### src/rtl/pwm_fault_guard.sv
module pwm_fault_guard #(
  parameter int NCH = 4,
  parameter int NEV = 8,
  parameter int DW  = 8,
  parameter int AW  = 3
) (
  input  logic           clk,
  input  logic           rst_n,
  input  logic           wr_en,
  input  logic [AW-1:0]  addr,
  input  logic [DW-1:0]  wdata,
  output logic [DW-1:0]  rdata,
  input  logic [NEV-1:0] evt,
  output logic [2*NCH-1:0] oven_o,
  output logic [2*NCH-1:0] dir_o
);
  localparam int NPIN = 2 * NCH;
  localparam int FLAG_BIT = 2;
  localparam logic [AW-1:0] A_ACT  = AW'(0);
  localparam logic [AW-1:0] A_MASK = AW'(1);
  localparam logic [AW-1:0] A_CHEN = AW'(2);
  localparam logic [AW-1:0] A_OVEN = AW'(3);
  localparam logic [AW-1:0] A_DIR  = AW'(4);
  localparam logic [AW-1:0] A_STAT = AW'(5);

  logic [1:0]      act;
  logic [NEV-1:0]  mask;
  logic [NCH-1:0]  chen;
  logic            flag;
  logic [NPIN-1:0] pmask;

  wire hit    = |(evt & mask);
  wire clr_wr = wr_en && addr == A_STAT && wdata[FLAG_BIT];

  for (genvar c = 0; c < NCH; c++) begin : g_pair
    assign pmask[2*c]   = chen[c];
    assign pmask[2*c+1] = chen[c];
  end

  always_ff @(posedge clk or negedge rst_n) begin
    if (!rst_n) begin
      act    <= '0;
      mask   <= '0;
      chen   <= '0;
      oven_o <= '0;
      dir_o  <= '0;
      flag   <= 1'b0;
    end else begin
      if (wr_en && addr == A_ACT)  act  <= wdata[1:0];
      if (wr_en && addr == A_MASK) mask <= wdata[NEV-1:0];
      if (wr_en && addr == A_CHEN) chen <= wdata[NCH-1:0];

      if (hit && act == 2'b01)
        oven_o <= '0;
      else if (wr_en && addr == A_OVEN)
        oven_o <= wdata[NPIN-1:0];

      if (hit && act == 2'b11)
        dir_o <= (wr_en && addr == A_DIR ? wdata[NPIN-1:0] : dir_o) & ~pmask;
      else if (wr_en && addr == A_DIR)
        dir_o <= wdata[NPIN-1:0];

      if (hit)         flag <= 1'b1;
      else if (clr_wr) flag <= 1'b0;
    end
  end

  always_comb begin
    unique case (addr)
      A_ACT:   rdata = DW'(act);
      A_MASK:  rdata = DW'(mask);
      A_CHEN:  rdata = DW'(chen);
      A_OVEN:  rdata = DW'(oven_o);
      A_DIR:   rdata = DW'(dir_o);
      A_STAT:  rdata = DW'({flag, 2'b00});
      default: rdata = '0;
    endcase
  end

  assert_flag_set_R1: assert property (@(posedge clk) disable iff (!rst_n)
    hit |=> flag);
  assert_flag_sticky_R2: assert property (@(posedge clk) disable iff (!rst_n)
    (flag && !clr_wr) |=> flag);
  assert_oven_cleared_R4: assert property (@(posedge clk) disable iff (!rst_n)
    (hit && act == 2'b01) |=> oven_o == '0);
  assert_dir_cleared_R5: assert property (@(posedge clk) disable iff (!rst_n)
    (hit && act == 2'b11) |=> (dir_o & $past(pmask)) == '0);
  assert_no_action_R6: assert property (@(posedge clk) disable iff (!rst_n)
    (hit && !act[0] && !wr_en) |=> $stable(oven_o) && $stable(dir_o));
  assert_status_zero_R7: assert property (@(posedge clk) disable iff (!rst_n)
    addr == A_STAT |-> (rdata & ~DW'(1 << FLAG_BIT)) == '0);
endmodule

### config.mk
export PLATFORM = sky130hd
export DESIGN_NAME = pwm_fault_guard
export DESIGN_NICKNAME = d
export VERILOG_FILES = /design/src/rtl/pwm_fault_guard.sv
export SDC_FILE = /design/constraint.sdc
export NUM_CORES = 1
export LEC_CHECK = 0
export CELL_PAD_IN_SITES_DETAIL_PLACEMENT = 1
export CELL_PAD_IN_SITES_GLOBAL_PLACEMENT = 2
export CORE_MARGIN = 1
export CORE_UTILIZATION = 32
export CTS_CLUSTER_SIZE = 25
export DETAILED_ROUTE_END_ITERATION = 7
export GPL_ROUTABILITY_DRIVEN = 0
export PLACE_DENSITY_LB_ADDON = 0.1
export SLEW_MARGIN = 20
export SYNTH_ARGS = -nofsm -noshare
export SYNTH_HDL_FRONTEND = slang
export SYNTH_SLANG_ARGS = --single-unit
### constraint.sdc
create_clock -name clk -period 2.9 [get_ports clk]
set_input_delay 0.435 -clock clk [delete_from_list [all_inputs] [get_ports clk]]
set_output_delay 0.435 -clock clk [all_outputs]
set_load 0.01 [all_outputs]
[Word level (Yosys, flattened, before mapping)]
Index checks and enable logic that the tools add are counted.
Word-level totals
  register bits: 31
  input port bits: 22
  output and inout bits: 24
  word-level logic and storage cells: 36
Cells by class
  eq/ne operators: 7
  muxes and demuxes: 7
  bitwise operators: 3
  reduce and logical (&&, ||, !) cells: 13
Operators by type and width (count)
  $pmux W8 S6: 1
  $mux W8: 4
  $and A8 B8 Y8: 2
  $logic_and A1 B1 Y1: 9
  $not A8 Y8: 1
  $reduce_or A8 Y1: 1
  $eq A3 B2 Y1 const B: 2
  $eq A3 B3 Y1 const B: 2
  $reduce_bool A2 Y1: 2
  $eq A3 B1 Y1 const B: 1
  $logic_not A3 Y1: 1
  $eq A2 B1 Y1 const B: 1
  $eq A2 B2 Y1 const B: 1
  $mux W1: 2

[Logic depth before layout (Yosys ltp)]
Gate-level depths: netlist of run 1.
  word-level depth: 5
  gate-level depth with buffers: 5
  gate-level depth less buffers: 3

[Worst setup path before layout of run 1]
No wires, ideal clock.
  path kind: input to output
  start: input addr[1]
  end: output rdata[4]
  data arrival time: 1278 ps
  data required time: 2465 ps
  slack: 1187 ps
  cell stages on the path: 4
  buffers on the path: 2
  cells stage by stage: buf_2 > buf_1 > and3_1 > o2bb2ai_1
On the way
  longest elaborated chain between the ends: 2
  elaborated cells on any way between the ends: 7
  those cells by class: eq/ne: 5; mux: 1; reduce/logical: 1
RTL lines
  start, declared: line 10  | input logic [AW-1:0] addr,
  $eq A3 B3 Y1, or another cell as far along: line 69  | unique case (addr)
  $pmux W8 S6 (*): line 69
  end, declared: line 12  | output logic [DW-1:0] rdata,
Every way passes the cells marked *; elsewhere a longest branch is shown, timed or not.

[Worst setup path after layout of run 1]
  start: input addr[0]
  end: output rdata[2]
Same word-level chain as after synthesis.

==> metrics.md, run 1 <==
| Metric | Value |
|---|---|
| CP Launch Type | `input pin` |
| WL/cell | `18.7 microns` |
| Grt peak-use layer | `met2` |
| Hold_buf cts | `0` |
| Critical path class | `in -> out` |
| Clock sink count | `31` |
| Largest net degree at the start of global routing | `32` |
| Vias in the first global route | `1468` |
| Core Box Area | `4820 sq um` |
| Die ar. | `5370 sq um` |
| Worst-case clock skew | `0.00566 ns` |
| FP Rows | `25` |
| Hold path start | `flag` |
| Cells after Synth | `142` |
| Unrepaired setup endpoints after global routing | `no` |
| Num CTS Buffers | `5` |
| Slew @ Worst Pin | `0.617 ns` |
| Clk slew on worst S/H paths | `0.07 ns` |
| Slew Limit Fails | `0` |
| Drt pass-1 iters | `5` |
| Total GRT Usage | `20.2%` |
| Setup TNS Final | `0 ns` |
| GR Overflow Total | `0` |
| DR iter-0 viols | `51` |
| Post-Layout Cell Count | `262` |
| Critical path launch point | `addr[0]` |
| Worst VDD drop | `0.000285 V` |
| CP Cell Sequence | `clkdlybuf4s50_1 -> mux2_1 -> a22oi_1 -> o22ai_1 -> clkdlybuf4s50_1` |
| Setup Buffers After CTS | `0` |
| Synth Register Bits | `31` |
| Cell variety after synth | `33` |
| Crit-path slowest cell | `clkdlybuf4s50_1` |
| Crit path max fanout | `9` |
| Antenna violations before repair | `0` |
| M2 GR Usage | `33.6%` |
| DP Cell Count | `254` |
| Relative slew slack | `58.3%` |
| Clock buffer depth | `2` |
| Clock Latency Late Sink | `0.28 ns` |
| Total wire length | `4890 microns` |
| Root buf cell | `clkbuf_8` |
| Post-DP HPWL | `3590 microns` |
| Post-cts sizing count | `0` |
| Count of input and output buffers | `45` |
| Total Nets Final | `216` |
| Critical Path Max Stage Delay | `0.69 ns` |
| Mapped Nets | `164` |
| P_leak | `0.000922 uW` |
| Die H | `73.3 microns` |
| Io pins | `46` |
| Worst min-delay path class | `reg -> reg` |
| Clock tree from TritonCTS | `done` |
| Top cell by count, worst path | `clkdlybuf4s50_1` |
| Period minus WS final | `2.75 ns` |
| CP endpoint kind | `output port` |
| Mapped Area | `1630 sq um` |
| Met3 global-route usage | `4.66%` |
| Vias per cell | `5.23` |
| Yosys warns | `0` |
| Reg-to-reg startpoint | `mask[2]` |
| DRT antenna net count | `0` |
| Layout cells sized above 1 | `13.8%` |
| Fin. Hold Viols | `0` |
| Max Fclk | `364 MHz` |
| Global-route wire length before repair | `7720 microns` |
| Critical Path RT | `2.47 ns` |
| Met1 Use GR | `25.7%` |
| Synth Area per Inst | `11.4 sq um` |
| Final period utilization | `94.7%` |
| Die width | `73.3 microns` |
| Max Cap Viol | `0` |
| CP arrival | `2.31 ns` |
| Outcome | `finished, final reports clean` |
| Starting Density | `33.7%` |
| Layout area overhead | `39.6%` |
| Final setup viols | `0` |
| CTS H-tree depth | `2` |
| Ant. Diodes | `0` |
| Sequential share of the synthesized area | `47.7%` |
| # DRC | `0` |
| Routed via count | `1369` |
| Pwr/cell area | `655 nW/um^2` |
==> layer usage <==
layer  wire [microns]  share of wire (%)  vias to the layer above
li1                 -                  -                      638
met1             2260                 46                      700
met2             2440                 50                       29
met3              154                3.1                        2
met4               29               0.59                        0
met5                0                  0                        -
==> kinds of logic (layout without fill, tap and decap cells) <==
family / after synthesis / after routing / share of synthesized area (%)
simple gates: 38 / 38 / 13.2
buf+inv: 9 / 62 / 3.31
mux: 27 / 27 / 20.6
compound gates: 37 / 37 / 15.2
flops: 31 / 31 / 47.7
==> critical path: cells and delay by family <==
kind / cells / cell delay, ns
AO/OA/AOI/OAI: 2 / 0.33
buffers and inverters: 2 / 1.18
multiplexers: 1 / 0.37
==> sequential cells by signal, summed over array words and instances (netlist names) <==
name    count
chen        4
act         2
flag        1
oven_o      8
dir_o       8
mask        8
==> cells in the final DEF (no fill, tap or decap), types with 2 or more instances in the layout <==
| master | count |
|---|---|
| clkdlybuf4s50_1 | 45 |
| o2bb2ai_1 | 4 |
| buf_4 | 8 |
| a22oi_1 | 11 |
| nand2b_1 | 3 |
| nand4_1 | 2 |
| and3_1 | 2 |
| mux2_1 | 8 |
| mux2_4 | 8 |
| nand2_1 | 19 |
| a21oi_1 | 8 |
| a31oi_1 | 9 |
| mux2i_1 | 9 |
| clkbuf_8 | 7 |
| and2b_1 | 2 |
| o22ai_1 | 2 |
| dfrtp_1 | 31 |
==> cell usage after synthesis <==
| library cell | instances | share of area [%] |
|---|---|---|
| a21o_1 | 1 | 0.46 |
| a21oi_1 | 8 | 2.5 |
| a22oi_1 | 11 | 5.1 |
| a31oi_1 | 9 | 3.5 |
| a41oi_1 | 1 | 0.54 |
| and2_1 | 1 | 0.39 |
| and2b_1 | 2 | 0.92 |
| and3_1 | 2 | 0.77 |
| and3b_1 | 1 | 0.54 |
| and4b_1 | 1 | 0.62 |
| and4bb_1 | 1 | 0.77 |
| buf_1 | 2 | 0.46 |
| buf_2 | 4 | 1.2 |
| buf_6 | 2 | 1.4 |
| dfrtp_1 | 31 | 48 |
| inv_1 | 1 | 0.23 |
| mux2_1 | 8 | 5.5 |
| mux2_2 | 1 | 0.69 |
| mux2_4 | 8 | 7.4 |
| mux2i_1 | 9 | 5.5 |
| mux4_2 | 1 | 1.4 |
| nand2_1 | 19 | 4.4 |
| nand2b_1 | 3 | 1.2 |
| nand3_1 | 1 | 0.31 |
| nand4_1 | 2 | 0.77 |
| nand4b_1 | 1 | 0.54 |
| nor2_1 | 1 | 0.23 |
| nor2b_1 | 1 | 0.39 |
| nor3_2 | 1 | 0.62 |
| nor3b_2 | 1 | 0.77 |
| o21ai_1 | 1 | 0.31 |
| o22ai_1 | 2 | 0.77 |
| o2bb2ai_1 | 4 | 2.2 |
==> path summary, 6_finish.rpt <==
check                      depth (start not counted)        to  slack (ns)
setup / recovery                                   5  rdata[2]        0.15
hold / removal                                     1      flag        0.48
setup reg to reg                                   3  dir_o[2]        1.26
hold reg to reg                                    1      flag        0.48
max in group asynchronous                          2  dir_o[0]        2.04
min in group asynchronous                          2   mask[7]        0.56
==> per-stage QoR <==
| stage | hold slack, ns | total power, uW | setup slack (ns) | utilization [%] | cell area (sq um) |
|---|---|---|---|---|---|
| 6_report | 0.482 | 1490 | 0.155 | 47.1 | 2270 |
| 5_1_grt | 0.501 | 1560 | 0.0418 | 47.1 | 2270 |
| 4_1_cts | 0.486 | 1510 | 0.123 | 47.1 | 2270 |
| 3_5_place_dp | 0.470 | 1120 | 0.131 | 45.0 | 2170 |
| 3_3_place_gp | 0.467 | 1110 | 0.166 | 45.0 | 2170 |
| 2_1_floorplan | 0.139 | 843 | 1.19 | - | 1630 |
==> cell type report <==
class	count	area [sq um]
multi-input cells	102	796
flip-flops and latches	31	776
well taps	67	83.8
fillers	544	2550
repair buffers	53	510
inverters	1	3.75
clock buffers	8	100
==> power by group <==
| group | leakage, uW | switching, uW | total [uW] | internal [uW] |
|---|---|---|---|---|
| clock network | 0.0000515 | 161 | 378 | 217 |
| logic | 0.000484 | 203 | 481 | 278 |
| registers | 0.000387 | 92.8 | 628 | 535 |
Note: power is estimated with default switching activity, not from simulation.
==> inputs of run 2 (changes only) <==
- HOLD_SLACK_MARGIN: default -> 0.15
==> results of run 2 <==
No change in the layout: final DEF, timing and power equal those of run 1.
==> inputs of run 3 (changes only) <==
- ABC_CLOCK_PERIOD_IN_PS: default -> 2900
==> results of run 3 <==
No change in the layout: final DEF, timing and power equal those of run 1.
